===== src/rtl/sclk_hold_sync_pkg.sv =====
package sclk_hold_sync_pkg;
  typedef enum logic [1:0] {
    ST_IDLE    = 2'd0,
    ST_PULSE   = 2'd1,
    ST_HOLD    = 2'd2,
    ST_RESTART = 2'd3
  } sync_state_e;
endpackage


===== src/rtl/sclk_sampler.sv =====
module sclk_sampler #(
  parameter int STAGES = 2
) (
  input  logic clk_i,
  input  logic rst_ni,
  input  logic sclk_i,
  output logic sclk_s_o,
  output logic sclk_fall_o
);
  logic [STAGES-1:0] sync_q;
  logic              sclk_d_q;

  always_ff @(posedge clk_i or negedge rst_ni) begin
    if (!rst_ni) begin
      sync_q   <= '0;
      sclk_d_q <= 1'b0;
    end else begin
      sync_q   <= {sync_q[STAGES-2:0], sclk_i};
      sclk_d_q <= sync_q[STAGES-1];
    end
  end

  assign sclk_s_o    = sync_q[STAGES-1];
  assign sclk_fall_o = sclk_d_q & ~sync_q[STAGES-1];
endmodule


===== src/rtl/hold_counter.sv =====
module hold_counter #(
  parameter int HOLD_TICKS = 4
) (
  input  logic clk_i,
  input  logic rst_ni,
  input  logic arm_i,
  input  logic tick_i,
  input  logic sclk_s_i,
  output logic req_o
);
  localparam int CW = $clog2(HOLD_TICKS + 1);
  localparam logic [CW-1:0] LAST = CW'(HOLD_TICKS - 1);

  logic [CW-1:0] cnt_q;

  assign req_o = arm_i & tick_i & sclk_s_i & (cnt_q == LAST);

  always_ff @(posedge clk_i or negedge rst_ni) begin
    if (!rst_ni)                 cnt_q <= '0;
    else if (!arm_i || !sclk_s_i) cnt_q <= '0;
    else if (tick_i)             cnt_q <= req_o ? '0 : cnt_q + 1'b1;
  end

  AST_CNT_BELOW_LIMIT: assert property (@(posedge clk_i) disable iff (!rst_ni)
    cnt_q < CW'(HOLD_TICKS));
  AST_CNT_CLEAR_ON_LOW: assert property (@(posedge clk_i) disable iff (!rst_ni)
    (!sclk_s_i && !req_o) |=> (cnt_q == '0));
endmodule


===== src/rtl/restart_timer.sv =====
module restart_timer #(
  parameter int DLY = 16
) (
  input  logic clk_i,
  input  logic rst_ni,
  input  logic load_i,
  input  logic run_i,
  output logic done_o
);
  localparam int TW = $clog2(DLY + 1);
  localparam logic [TW-1:0] LOAD_VAL = TW'(DLY - 1);

  logic [TW-1:0] tmr_q;

  assign done_o = run_i & (tmr_q == '0);

  always_ff @(posedge clk_i or negedge rst_ni) begin
    if (!rst_ni)                    tmr_q <= '0;
    else if (load_i)                tmr_q <= LOAD_VAL;
    else if (run_i && tmr_q != '0)  tmr_q <= tmr_q - 1'b1;
  end

  AST_TMR_IN_RANGE: assert property (@(posedge clk_i) disable iff (!rst_ni)
    tmr_q <= LOAD_VAL);
endmodule


===== src/rtl/sync_ctrl.sv =====
module sync_ctrl
  import sclk_hold_sync_pkg::*;
(
  input  logic clk_i,
  input  logic rst_ni,
  input  logic req_i,
  input  logic sclk_fall_i,
  input  logic tmr_done_i,
  output logic arm_o,
  output logic tmr_load_o,
  output logic tmr_run_o,
  output logic mod_rst_o,
  output logic pin_ovr_en_o,
  output logic pin_ovr_val_o,
  output logic restart_o
);
  sync_state_e state_q, state_d;

  always_comb begin
    state_d = state_q;
    unique case (state_q)
      ST_IDLE:    if (req_i) state_d = ST_PULSE;
      ST_PULSE:   state_d = sclk_fall_i ? ST_RESTART : ST_HOLD;
      ST_HOLD:    if (sclk_fall_i) state_d = ST_RESTART;
      ST_RESTART: if (tmr_done_i) state_d = ST_IDLE;
      default:    state_d = ST_IDLE;
    endcase
  end

  always_ff @(posedge clk_i or negedge rst_ni) begin
    if (!rst_ni) state_q <= ST_IDLE;
    else         state_q <= state_d;
  end

  assign arm_o         = (state_q == ST_IDLE);
  assign mod_rst_o     = (state_q == ST_PULSE) || (state_q == ST_HOLD);
  assign tmr_load_o    = mod_rst_o && sclk_fall_i;
  assign tmr_run_o     = (state_q == ST_RESTART);
  assign pin_ovr_en_o  = (state_q != ST_IDLE);
  assign pin_ovr_val_o = (state_q == ST_HOLD) || (state_q == ST_RESTART);
  assign restart_o     = tmr_run_o && tmr_done_i;

  AST_PULSE_THEN_HIGH: assert property (@(posedge clk_i) disable iff (!rst_ni)
    (state_q == ST_PULSE) |=> pin_ovr_en_o && pin_ovr_val_o);
endmodule


===== src/rtl/sclk_hold_sync.sv =====
module sclk_hold_sync #(
  parameter int SYNC_STAGES = 2,
  parameter int HOLD_TICKS  = 4,
  parameter int RESTART_DLY = 16
) (
  input  logic clk_i,
  input  logic rst_ni,
  input  logic sclk_i,
  input  logic rdy_tick_i,
  output logic mod_rst_o,
  output logic pin_ovr_en_o,
  output logic pin_ovr_val_o,
  output logic restart_o
);
  logic sclk_s, sclk_fall, req, arm, tmr_load, tmr_run, tmr_done;

  sclk_sampler #(.STAGES(SYNC_STAGES)) u_sampler (
    .clk_i(clk_i), .rst_ni(rst_ni), .sclk_i(sclk_i),
    .sclk_s_o(sclk_s), .sclk_fall_o(sclk_fall)
  );

  hold_counter #(.HOLD_TICKS(HOLD_TICKS)) u_count (
    .clk_i(clk_i), .rst_ni(rst_ni), .arm_i(arm), .tick_i(rdy_tick_i),
    .sclk_s_i(sclk_s), .req_o(req)
  );

  restart_timer #(.DLY(RESTART_DLY)) u_timer (
    .clk_i(clk_i), .rst_ni(rst_ni), .load_i(tmr_load), .run_i(tmr_run),
    .done_o(tmr_done)
  );

  sync_ctrl u_ctrl (
    .clk_i(clk_i), .rst_ni(rst_ni), .req_i(req), .sclk_fall_i(sclk_fall),
    .tmr_done_i(tmr_done), .arm_o(arm), .tmr_load_o(tmr_load),
    .tmr_run_o(tmr_run), .mod_rst_o(mod_rst_o), .pin_ovr_en_o(pin_ovr_en_o),
    .pin_ovr_val_o(pin_ovr_val_o), .restart_o(restart_o)
  );

  AST_ENTRY_NEEDS_HIGH_TICK: assert property (@(posedge clk_i) disable iff (!rst_ni)
    $rose(mod_rst_o) |-> $past(sclk_s) && $past(rdy_tick_i));
  AST_HOLD_WHILE_HIGH: assert property (@(posedge clk_i) disable iff (!rst_ni)
    (mod_rst_o && sclk_s) |=> mod_rst_o);
  AST_RELEASE_ON_FALL: assert property (@(posedge clk_i) disable iff (!rst_ni)
    $fell(mod_rst_o) |-> $past(sclk_fall));
  AST_RESTART_SINGLE: assert property (@(posedge clk_i) disable iff (!rst_ni)
    restart_o |=> !restart_o);
  AST_RESTART_OUT_OF_RESET: assert property (@(posedge clk_i) disable iff (!rst_ni)
    restart_o |-> !mod_rst_o && pin_ovr_en_o && pin_ovr_val_o);
  AST_LOW_TICK_NO_ENTRY: assert property (@(posedge clk_i) disable iff (!rst_ni)
    !sclk_s |=> !$rose(mod_rst_o));
endmodule


===== config.mk =====
export PLATFORM = sky130hd
export DESIGN_NAME = sclk_hold_sync
export DESIGN_NICKNAME = d
export VERILOG_FILES = /design/src/rtl/sclk_hold_sync_pkg.sv /design/src/rtl/sclk_sampler.sv /design/src/rtl/hold_counter.sv /design/src/rtl/restart_timer.sv /design/src/rtl/sync_ctrl.sv /design/src/rtl/sclk_hold_sync.sv
export SDC_FILE = /design/constraint.sdc
export NUM_CORES = 1
export LEC_CHECK = 0
export BUFFER_PORTS_ARGS = -buffer_cell sky130_fd_sc_hd__buf_2
export CORE_ASPECT_RATIO = 0.8
export CORE_MARGIN = 8
export CORE_UTILIZATION = 30
export DETAILED_ROUTE_END_ITERATION = 6
export PLACE_DENSITY = 0.43
export SYNTH_ARGS = -nofsm -noshare
export SYNTH_HDL_FRONTEND = slang
export SYNTH_SLANG_ARGS = --single-unit

===== constraint.sdc =====
create_clock -name clk_i -period 2.25 [get_ports clk_i]
set_input_delay 0.1125 -clock clk_i [delete_from_list [all_inputs] [get_ports clk_i]]
set_output_delay 0.1125 -clock clk_i [all_outputs]
set_load 0.05 [all_outputs]

# == Yosys cells after proc, flatten, opt, wreduce, memory -nomap -nowiden ==
# Index checks and enable logic that the tools add are counted.
# totals
inputBits,4
regBits,13
word_cells,45
# classes
muxes,10
eq_ne,7
reduce_logical,15
addsub,2
bitwise_logic,6
# op_table
op,count
5-bit 2-to-1 mux,2
3-bit 2-to-1 mux,3
2-bit one-hot mux with 4 select lines,1
2-bit 2-to-1 mux,3
2-bit nonzero test,3
1-bit bitwise AND,5
5-bit logical NOT,1
5-bit nonzero test,1
"5-bit by 1-bit subtractor with 5-bit output, second input constant",1
"2-bit equality test, second input constant",2
"2-bit by 1-bit inequality test with 1-bit output, second input constant",2
"3-bit by 1-bit adder with 3-bit output, second input constant",1
"3-bit by 2-bit equality test with 1-bit output, second input constant",1
1-bit logical AND,3
1-bit logical OR,3
3-bit AND reduction,1
"2-bit by 1-bit equality test with 1-bit output, second input constant",1
1-bit logical NOT,2
2-bit logical NOT,1
"2-bit inequality test, second input constant",1
1-bit 2-to-1 mux,1
1-bit NOT,1

# == Longest topological paths before layout ==
# depth
word_depth,7
depth_mapped,6
mapped_depth_nobuf,5

# == Hierarchy ==
# A second synthesis with hierarchy kept.
# unflattened
cells_unflattened,66
area_unflattened_um2,703.2
# modules_own_cells
mod,seq_area_each_um2,cells_per_inst,area_each_um2,n_inst
restart_timer,125.1,25,271.5,1
sync_ctrl,50.0,20,192.7,1
hold_counter,75.1,17,150.1,1
sclk_sampler,75.1,4,88.8,1

# == Worst setup path before layout ==
# No wires, ideal clock.
# synth_timing
kind,reg2reg
from,register u_timer.tmr_q[0]
to,register u_ctrl.state_q[1]
t_required_ps,2122
setup_slack_ps,206
path_buffers,1
t_arrival_ps,1917
stages_incl_launch_ff,7
period_less_slack_ps,2044
setup_ps,128
cell_sequence,dfrtp_1 inv_1 ha_1 or4b_1 buf_2 a222oi_1 mux2_1
# synth_via
elab_chain_len,4
# synth_lines
element,line,rtl
start: declaration,restart_timer.sv:13,logic [TW-1:0] tmr_q;
start signal: assignment,restart_timer.sv:20,else if (run_i && tmr_q != '0) tmr_q <= tmr_q - 1'b1;
5-bit logical NOT,restart_timer.sv:15,assign done_o = run_i & (tmr_q == '0);
1-bit bitwise AND,restart_timer.sv:15,
2-bit by 1-bit inequality test with 1-bit output (no source line),--,
3-bit AND reduction (no source line),--,
end signal: assignment,sync_ctrl.sv:32,else state_q <= state_d;
end: declaration,sync_ctrl.sv:17,"sync_state_e state_q, state_d;"
# Every way passes these cells.
# A chain may end at the register's enable or synchronous reset.

# == Worst setup path in the final report ==
# Ends and elaborated chain as after synthesis.

==> metrics.md <==
| Metric | Value |
|---|---|
| HPWL after detailed placement | 932 um |
| Initial core utilization | 0.317 |
| Area Overhead vs Synth | 17.5% |
| Top cells by area, synth | dfrtp_1, ha_1, and3_1, nand2b_1, a21oi_1 |
| Count of synthesis-stage warnings from yosys | 0 |
| Maximum number of pins on one net before global-route repair | 14 |
| # DRC | 0 |
| Num CTS Buffers | 3 |
| Register area share after synthesis | 0.480 |
| Critical path peak fanout | 4 |
| Height of the die | 58.5 um |
| Clock insertion delay at the later pin of the skew report | 0.28 ns |
| Result of the run | complete, no violations |
| Fmax achieved | between 400 and 500 MHz |
| Remaining number of nets flagged by the antenna check after routing | 0 |
| Net count of the mapped netlist | 76 |
| Worst Slack Setup Final | 0.220 ns |
| Average cell area after synthesis | 10.4 um^2 |
| Total Routed Length | 1.24 mm |
| Post-placement cell area | 751 um^2 |
| Part of the cycle the worst path needs | 0.902 |
| RSZ-0062 raised after global routing | no |
| Total of max-cap violations | 0 |
| Met1 GRT Util | 0.0939 |
| Cell Chain, Critical Path | inv_1 > ha_1 > or4b_1 > a222oi_1 > mux2_1 |
| Worst Skew | 0.0102 ns |
| Register clock-pin slew on the reported worst setup and hold paths | 0.08 ns |
| Average wire per cell in the routed design | 12.0 um |
| Clock tree from TritonCTS | built |
| Via density per instance | 4.85 |
| Worst flop-to-flop path startpoint | u_timer.tmr_q[0]$_DFFE_PN0P_ |
| Count of input and output buffers | 7 |
| Lkg Pwr | just under 0.0004 uW |
| I/O pin cnt | 8 |
| GRT overflow | 0 |
| Number of nets in the final layout | 90 |
| Shortest clock period the worst path allows after layout | 2.03 ns |
| Vias in the first global route | 514 |
| Global-route track usage on met2 | 0.105 |
| H-tree level count | 1 |
| Maximum cell stage delay along the critical path | 0.48 ns |
| Final instance area | 797 um^2 |
| Number of distinct library cell variants in the gate-level netlist after synthesis | 25 |
| Cell type contributing the most total cell area after synthesis | dfrtp_1 |
| Worst ir drop on vdd | approximately 0.67 mV |
| Pre-CTS worst setup slack | 0.247 ns |
| Sort of element at the end of the critical path | register |
| Root Driver | clkbuf_4 |
| Post-synthesis instance area | between 600 and 700 um^2 |
| Most frequent cells in the layout | dfrtp_1, ha_1, buf_2 |
| Placeable core area | 2140 um^2 |
| Detailed-routing iteration count for the pre-antenna-repair pass | 4 |
| Power Dens Cells | about 1200 nW/um^2 |
| Via count | 500 |
| Startpoint of the lowest-slack hold path | rdy_tick_i |
| Crit path arrival time | 2.19 ns |
| Path class of the lowest-slack min-delay path | input pin to register |
| Die Wd | 69.2 um |
| Maximum clock insertion buffer count | 2 |
| Number of instances in the synthesized netlist | 65 |
| DR iter-0 viols | 24 |
| Most common library cell in the layout ignoring fill and taps | dfrtp_1 |
| Setup Buffers After CTS | 0 |
| Sink count of the clock tree | 13 |
| Synthesis-stage register bit count | 13 |
| Worst-margin pin slew | 0.430 ns |
| Total design power | between 900 and 1000 uW |
| Setup-violating endpoint count in the final report | 0 |
| Final RePlAce weighted congestion | between 0.7 and 0.8 |
| Area share of the largest cell type after synthesis | 0.480 |
| ANT cells | 0 |
| Most crowded layer after global routing | met2 |
| Met3 Usage GRT | 0.0419 |
| Critical Path Slowest Stage Cell | or4b_1 |
| Worst relative slew slack | 0.713 |
| Final Max Slew Viols | 0 |
| Ratio of cells with drive above 1 in the final layout | 0.167 |
| Die outline area | 4050 um^2 |
| Wire length of the first global-routing pass | 2.42 mm |
| Hold Violations, Final | 0 |
| Aggregate negative setup slack | 0 ns |
| Kind of launch point of the worst setup path | register |
| All-layer global routing usage | 0.0741 |
| First element of the critical path | u_timer.tmr_q[0]$_DFFE_PN0P_ |
| Critical path type | register to register |
| Initial antenna violation count | 0 |
| Required time at the worst-slack endpoint | 2.41 ns |
| Cell row count | 15 |
-- critical path: cells and delay by family, from the launching register on --
kind | cells | cell delay (ns)
AND/OR/NAND/NOR | 1 | 0.48
AO/OA/AOI/OAI | 1 | 0.42
flip-flops | 1 | 0.40
multiplexers | 1 | 0.37
adder cells (fa/ha/maj) | 1 | 0.19
buffers and inverters | 1 | 0.06
-- synthesized netlist by cell type, drive strengths merged --
cell,count
nand3,2
a222oi,1
and3,4
nand3b,2
nand2,3
o21ai,4
mux2i,1
nand2b,4
mux2,1
a21oi,4
dfrtp,13
clkbuf,1
nor3,1
nand4b,1
ha,7
nor2,3
and4,1
or2,1
a31oi,2
inv,5
buf,1
and4b,1
or4b,1
a211oi,1
-- metal layers --
layer / vias up / wire [um] / part of all wire
li1: 260 / - / -
met1: 232 / 671 / 0.54
met2: 6 / 501 / 0.40
met3: 2 / 55 / 0.044
met4: 0 / 12 / 0.0097
met5: - / 0 / 0
-- area by class of cell --
class	instances	area [um^2]
clock buffer	4	26.3
fill	235	1340
inverter	5	18.8
multi-input combinational	45	325
sequential	13	325
tap	25	31.3
timing repair buffer	11	70.1
-- where the power goes --
part	leakage [uW]	internal (uW)	switching (uW)
Clock	0.0000150	68.7	75.4
Sequential	0.000153	285	49.3
Combinational	0.000217	177	324
Total	0.000385	531	449
-- state kept, by name, summed over array words and instances, names as in the netlist --
name and count:
u_timer.tmr_q 5, u_count.cnt_q 3, u_ctrl.state_q 2, u_sampler.sync_q 2, u_sampler.sclk_d_q 1
-- cells by family after synthesis --
| family | synth area share |
|---|---|
| AO/OA/AOI/OAI | 0.103 |
| multiplexers | 0.0314 |
| buffers and inverters | 0.0406 |
| flip-flops | 0.480 |
| AND/OR/NAND/NOR | 0.216 |
| adder cells (fa/ha/maj) | 0.129 |
-- stage by stage --
stage	util	instances	hold WS, ns
2_1_floorplan	-	65	-0.183
3_3_place_gp	0.351	97	0.0300
3_5_place_dp	0.351	97	0.0282
4_1_cts	0.373	103	0.120
5_1_grt	0.373	103	0.134
6_report	0.373	103	0.136
-- path summary, 6_finish.rpt --
kind / to / slack [ns] / depth (start not counted)
min: u_count.cnt_q[1]$_DFFE_PN0P_ / 0.14 / 3
max: u_ctrl.state_q[1]$_DFFE_PN0P_ / 0.22 / 5
max reg2reg: u_ctrl.state_q[1]$_DFFE_PN0P_ / 0.22 / 5
min in group asynchronous: u_count.cnt_q[0]$_DFFE_PN0P_ / 0.25 / 2
max in group asynchronous: u_timer.tmr_q[3]$_DFFE_PN0P_ / 1.76 / 2
min reg2reg: u_sampler.sync_q[1]$_DFF_PN0_ / 0.35 / 0
-- what timing repair did --
| item | 4_1_cts | 5_1_grt |
|---|---|---|
| resized for setup | 0 | 0 |
| hold endpoints to repair | 14 | 0 |
| hold buffers | 2 | 0 |
Note: power is estimated with default switching activity, not from simulation.
